### src/rtl/vsep_pkg.sv
// Shared types for the composite sync vertical separator.
package vsep_pkg;

    // Operation requested from the pulse-width counter for one clock.
    typedef enum logic [1:0] {
        CNT_HOLD = 2'd0,
        CNT_INC  = 2'd1,
        CNT_DEC  = 2'd2,
        CNT_CLR  = 2'd3
    } cnt_op_e;

    // Measurement phase: hunting for a long active pulse, or timing the
    // inactive period that ends the vertical interval.
    typedef enum logic {
        PH_HUNT    = 1'b0,
        PH_RELEASE = 1'b1
    } phase_e;

endpackage

### src/rtl/vsep_insync.sv
// Input conditioner.
// Brings the asynchronous composite sync level into the clock domain
// through a chain of STAGES flops, then applies the polarity select.
// Assumes: STAGES >= 2. The polarity select is quasi-static and is
// applied after the chain, so a change of polarity takes effect at once.
module vsep_insync #(
    parameter int STAGES = 2
) (
    input  logic clk,
    input  logic rst_n,
    input  logic raw_in,
    input  logic invert,
    output logic active
);

    logic [STAGES-1:0] chain_q;

    generate
        for (genvar g = 0; g < STAGES; g++) begin : g_stage
            if (g == 0) begin : g_first
                // First capture flop of the synchronizer.
                always_ff @(posedge clk) begin
                    if (!rst_n) chain_q[0] <= 1'b0;
                    else        chain_q[0] <= raw_in;
                end
            end else begin : g_next
                // Further resolution flop of the synchronizer.
                always_ff @(posedge clk) begin
                    if (!rst_n) chain_q[g] <= 1'b0;
                    else        chain_q[g] <= chain_q[g-1];
                end
            end
        end
    endgenerate

    // Map the synchronized level onto "active" using the polarity select.
    always_comb begin
        active = chain_q[STAGES-1] ^ invert;
    end

endmodule

### src/rtl/vsep_updown.sv
// Saturating pulse-width counter.
// Executes one operation per clock as requested by the phase controller.
// It also exposes the saturated next-up value so the controller can
// compare it against the threshold without a second adder.
// Assumes: the controller only requests a change on tick clocks.
module vsep_updown
    import vsep_pkg::*;
#(
    parameter int CNT_W = 8
) (
    input  logic             clk,
    input  logic             rst_n,
    input  cnt_op_e          op,
    output logic [CNT_W-1:0] cnt,
    output logic [CNT_W-1:0] cnt_up
);

    localparam logic [CNT_W-1:0] CNT_MAX = {CNT_W{1'b1}};
    localparam logic [CNT_W-1:0] CNT_ONE = {{(CNT_W-1){1'b0}}, 1'b1};

    logic [CNT_W-1:0] cnt_q;
    logic [CNT_W-1:0] cnt_dn;

    // Saturating increment and floored decrement of the stored count.
    always_comb begin
        cnt_up = (cnt_q == CNT_MAX) ? CNT_MAX : cnt_q + CNT_ONE;
        cnt_dn = (cnt_q == '0)      ? '0      : cnt_q - CNT_ONE;
    end

    // Count register: apply the requested operation.
    always_ff @(posedge clk) begin
        if (!rst_n) begin
            cnt_q <= '0;
        end else begin
            unique case (op)
                CNT_INC:  cnt_q <= cnt_up;
                CNT_DEC:  cnt_q <= cnt_dn;
                CNT_CLR:  cnt_q <= '0;
                default:  cnt_q <= cnt_q;
            endcase
        end
    end

    assign cnt = cnt_q;

endmodule

### src/rtl/vsep_phase_ctl.sv
// Phase controller.
// Decides the counter operation on each tick and owns the phase flop.
// The phase flop is the vertical sync flag.
//   Hunt phase:    an active tick counts up, an inactive tick counts down.
//                  An active tick whose next value exceeds the threshold
//                  enters the release phase and clears the counter.
//   Release phase: an inactive tick counts up, an active tick holds.
//                  An inactive tick whose next value reaches the threshold
//                  returns to the hunt phase and clears the counter.
// Assumes: cnt_up is the saturated increment of the current count.
module vsep_phase_ctl
    import vsep_pkg::*;
#(
    parameter int CNT_W = 8
) (
    input  logic             clk,
    input  logic             rst_n,
    input  logic             tick,
    input  logic             active,
    input  logic [CNT_W-1:0] thresh,
    input  logic [CNT_W-1:0] cnt_up,
    output cnt_op_e          op,
    output logic             in_release
);

    phase_e phase_q;
    phase_e phase_d;

    // Next-phase and counter-operation decision for this clock.
    always_comb begin
        phase_d = phase_q;
        op      = CNT_HOLD;
        if (tick) begin
            unique case (phase_q)
                PH_HUNT: begin
                    if (active) begin
                        if (cnt_up > thresh) begin
                            op      = CNT_CLR;
                            phase_d = PH_RELEASE;
                        end else begin
                            op      = CNT_INC;
                        end
                    end else begin
                        op = CNT_DEC;
                    end
                end
                PH_RELEASE: begin
                    if (!active) begin
                        if (cnt_up >= thresh) begin
                            op      = CNT_CLR;
                            phase_d = PH_HUNT;
                        end else begin
                            op      = CNT_INC;
                        end
                    end
                end
                default: phase_d = PH_HUNT;
            endcase
        end
    end

    // Phase register.
    always_ff @(posedge clk) begin
        if (!rst_n) phase_q <= PH_HUNT;
        else        phase_q <= phase_d;
    end

    assign in_release = (phase_q == PH_RELEASE);

endmodule

### src/rtl/csync_vsep.sv
// Composite sync vertical separator, top level.
// Synchronizes the composite sync input, applies the polarity select and
// measures pulse widths on timebase ticks. It raises vsync_out for long
// active pulses and drops it after an inactive period of the same length.
// Assumes: tick_en is one clock wide per timebase step; thresh may change
// at any time and is used as seen on each tick.
module csync_vsep #(
    parameter int CNT_W       = 8,
    parameter int SYNC_STAGES = 2
) (
    input  logic             clk,
    input  logic             rst_n,
    input  logic             tick_en,
    input  logic             csync_in,
    input  logic             csync_inv,
    input  logic [CNT_W-1:0] thresh,
    output logic             vsync_out
);

    import vsep_pkg::*;

    logic             cs_active;
    logic [CNT_W-1:0] cnt_q;
    logic [CNT_W-1:0] cnt_up;
    cnt_op_e          cnt_op;

    vsep_insync #(.STAGES(SYNC_STAGES)) u_insync (
        .clk    (clk),
        .rst_n  (rst_n),
        .raw_in (csync_in),
        .invert (csync_inv),
        .active (cs_active)
    );

    vsep_updown #(.CNT_W(CNT_W)) u_cnt (
        .clk    (clk),
        .rst_n  (rst_n),
        .op     (cnt_op),
        .cnt    (cnt_q),
        .cnt_up (cnt_up)
    );

    vsep_phase_ctl #(.CNT_W(CNT_W)) u_ctl (
        .clk        (clk),
        .rst_n      (rst_n),
        .tick       (tick_en),
        .active     (cs_active),
        .thresh     (thresh),
        .cnt_up     (cnt_up),
        .op         (cnt_op),
        .in_release (vsync_out)
    );

endmodule

### config.mk
export PLATFORM = sky130hd
export DESIGN_NAME = csync_vsep
export DESIGN_NICKNAME = d
export VERILOG_FILES = /design/src/rtl/vsep_pkg.sv /design/src/rtl/vsep_insync.sv /design/src/rtl/vsep_updown.sv /design/src/rtl/vsep_phase_ctl.sv /design/src/rtl/csync_vsep.sv
export SDC_FILE = /design/constraint.sdc
export NUM_CORES = 1
export LEC_CHECK = 0
export CORE_UTILIZATION = 40
export CTS_CLUSTER_DIAMETER = 120
export DETAILED_ROUTE_END_ITERATION = 12
export PLACE_DENSITY = 0.72
export SETUP_SLACK_MARGIN = 0.2
export SLEW_MARGIN = 20
export SYNTH_ARGS = -nofsm -noshare
export SYNTH_HDL_FRONTEND = slang
export SYNTH_SLANG_ARGS = --single-unit
### constraint.sdc
create_clock -name clk -period 3.4 [get_ports clk]
set_input_delay 0.68 -clock clk [delete_from_list [all_inputs] [get_ports clk]]
set_output_delay 0.68 -clock clk [all_outputs]
set_load 0.05 [all_outputs]
==> reports/qor.csv <==
metric;value;unit
vias;1072;
drcViolationCount;0;
cts.sinks;11;
netlist_area;1110;um^2
grt.overflow.total;0;
leakagePower;0.000524;uW
ys_ff_latch;11;
vias_per_cell;5.67;
synthCells;146;
cts_tree;yes;
drive_above_1_share;10.1;%
maxCapViolCount;0;
ys_async_sr_fraction;0;%
setup_slack;361;ps
status;finished clean;
start_kind;flip-flop;
drtPass1Iterations;4;
rsz0062_at_grt;false;
initial_core_util;43.7;%
setup_violations;0;
grtUsageTotal;19.9;%
area_delta_synth_final;16.3;%
hold_start;u_insync.chain_q[0]$_SDFF_PN0_;
max-vdd-ir-drop;271;uV
fin_area;1290;um^2
crit_chain;ha_1 > and3_1 > nand2_1 > or2_2 > nand2_1 > ha_1 > a41oi_2 > o21ai_2 > o21a_1 > o31ai_1 > a31oi_1 > nor2_1;
worstHoldPathCells;1;
grt_max_degree;10;
antenna_found_initial;0;
cts_made_buffers;3;
finalHoldViolations;0;
relSlewSlack;63.3;%
drt_iter0_drc;31;
synth_largest_area_cell;dfxtp_1;
diodes;0;
hold_class;reg2reg;
die_width;54.7;um
clkTransAtPathRegs;70;ps
post-route-min-period;3040;ps
preCtsSetupSlack;344;ps
synth-edff-count;0;
post-cts-setup-buffers;0;
synth_ff_type;dfxtp_1;
p_comb_share;46.7;%
worstPathArrival;3240;ps
yosysMostFrequentCell;nand2_1;
wl_per_cell;13.9;um
switching_power;192;uW
power_frac_clock;18.4;%
worstReg2RegStart;u_cnt.cnt[0]$_SDFFE_PN0P_;
cp_slowest_cell;o31ai_1;
critPathKind;reg2reg;
cts-root-buf;clkbuf_4;
switching_share;40.1;%
dpl_cell_area;1260;um^2
netlist.area_leader.share;19.8;%
fin_tns_setup;0;ps
whs;437;ps
first_global_vias;996;
hpwl;2180;um
fmax;329;MHz
p_per_area;370;nW/um^2
reg2reg_slack;360;ps
sequentialPowerShare;34.9;%
synth_nets;170;
ctsHoldBuffers;0;
seqCellArea;220;um^2
fp.dieH;54.7;um
rows;18;
dieArea;2990;um^2
gp_congestion;0.896;
io_buffers;13;
p_int;286;uW
setup.worst_path.end_class;flip-flop;
worst_r2r_endpoint;u_cnt.cnt[2]$_SDFFE_PN0P_;
yosysWarnings;0;
syn_area_per_cell;7.61;um^2
nFillCells;265;
core_area;2540;um^2
final.period_utilization;89.4;%
synth_common_cells;nand2_1 (15), nor2_1 (13), o21ai_0 (13);
min_to;u_insync.chain_q[1]$_SDFF_PN0_;
cp.required;3600;ps
synthTopCellsByArea;dfxtp_1 (20%), ha_1 (12%), o21ai_0 (5.9%), nand2_1 (5.1%), a21oi_1 (5.0%);
synthDistinctLibCells;39;
reg2reg_depth;12;
synth-seq-area-share;19.8;%
drv_slew;0;
clk_path_buf_depth;2;
grt_pass1_wl;4260;um
drt-total-wl;2620;um
tightest_slew;546;ps
io_pins;14;
antenna_left;0;
cts-htree-levels;1;
worstPathMaxFanout;7;
critPathMaxStageDelay;450;ps
multi_input_area;826;um^2
clk_latency;270;ps
nNetsFinal;184;
fin_skew;12.1;ps
[power by group through the flow]
| stage | logic [uW] | registers, uW | clock network [uW] |
|---|---|---|---|
| after floorplan | 173 | 159 | 0 |
| after detailed placement | 219 | 169 | 0 |
| after global routing | 246 | 168 | 97.1 |
| final | 223 | 167 | 87.7 |
| after global placement | 215 | 168 | 0 |
| after CTS | 221 | 166 | 90.8 |
[stage by stage]
stage,instances,utilization (%),total power (uW)
after floorplan,146,-,332
after global placement,185,49.6,383
after detailed placement,185,49.6,388
after CTS,189,50.6,477
after global routing,189,50.8,512
final,189,50.8,478
[final cells by class]
type | count | area share, %
inverters | 12 | 3.48
clock buffers | 4 | 2.03
multi-input cells | 118 | 63.9
well taps | 30 | 2.90
repair buffers | 14 | 10.6
flip-flops and latches | 11 | 17.0
[per-layer routing]
layer | GRT usage (%) | vias up | share of wire [%] | wire length, um
li1 | - | 553 | - | -
met2 | 36.7 | 23 | 51 | 1330
met4 | 5.13 | 0 | 0.57 | 15
met3 | 1.67 | 3 | 2.8 | 74
met5 | 0 | - | 0 | 0
met1 | 24.1 | 493 | 46 | 1210
[worst max-delay path: cells and delay by family, from the launching register on]
family                   cells  cell delay (ps)
adder cells (fa/ha/maj)      2              490
flip-flops                   1              440
AO/OA/AOI/OAI                5             1090
AND/OR/NAND/NOR              5              950
[layout by cell type (no fill, tap or decap), types with 2 or more instances in the layout]
| cell type | n |
|---|---|
| nand2_1 | 15 |
| nor2_1 | 13 |
| o21ai_0 | 13 |
| clkdlybuf4s50_1 | 13 |
| inv_1 | 12 |
| a21oi_1 | 11 |
| ha_1 | 11 |
| dfxtp_1 | 11 |
| nand3_1 | 6 |
| a31oi_1 | 6 |
| xor2_1 | 4 |
| nor3_1 | 4 |
| xnor2_1 | 4 |
| clkbuf_4 | 3 |
| and3_1 | 2 |
| o21a_1 | 2 |
| o211ai_1 | 2 |
| and2_1 | 2 |
[cell families (layout without fill, tap and decap cells)]
logic type	after synthesis	count (layout)	share of synthesized area (%)
adders and majority gates	11	11	12.4
muxes	1	1	1.01
DFF	11	11	19.8
and+or+nand+nor	55	55	27.7
buffers and inverters	17	30	6.31
AOI/OAI and AO/OA	42	42	24.0
xor gates and xnor gates	9	9	8.78
[flip-flops by register name, indices dropped and copies added, names as in the netlist]
name,cells
u_cnt.cnt,8
u_ctl.in_release,1
u_insync.chain_q,2
[worst max-delay path by stage]
| stage | depth (start not counted) | slack [ps] | to | startpoint |
|---|---|---|---|---|
| finish | 12 | 360 | u_cnt.cnt[2]$_SDFFE_PN0P_ | u_cnt.cnt[0]$_SDFFE_PN0P_ |
| floorplan | 12 | 670 | u_cnt.cnt[0]$_SDFFE_PN0P_ | u_cnt.cnt[0]$_SDFFE_PN0P_ |
| CTS | 12 | 330 | u_cnt.cnt[0]$_SDFFE_PN0P_ | u_cnt.cnt[0]$_SDFFE_PN0P_ |
| global placement | 12 | 490 | u_cnt.cnt[0]$_SDFFE_PN0P_ | u_cnt.cnt[0]$_SDFFE_PN0P_ |
| global route | 12 | 200 | u_cnt.cnt[2]$_SDFFE_PN0P_ | u_cnt.cnt[0]$_SDFFE_PN0P_ |
| detailed placement | 12 | 340 | u_cnt.cnt[0]$_SDFFE_PN0P_ | u_cnt.cnt[0]$_SDFFE_PN0P_ |
[what timing repair did]
item	in CTS	in global routing
gates resized for setup	0	1
endpoints found under the hold margin	0	0
endpoints found under the setup margin	0	4
Power figures use the tool's default switching activity.
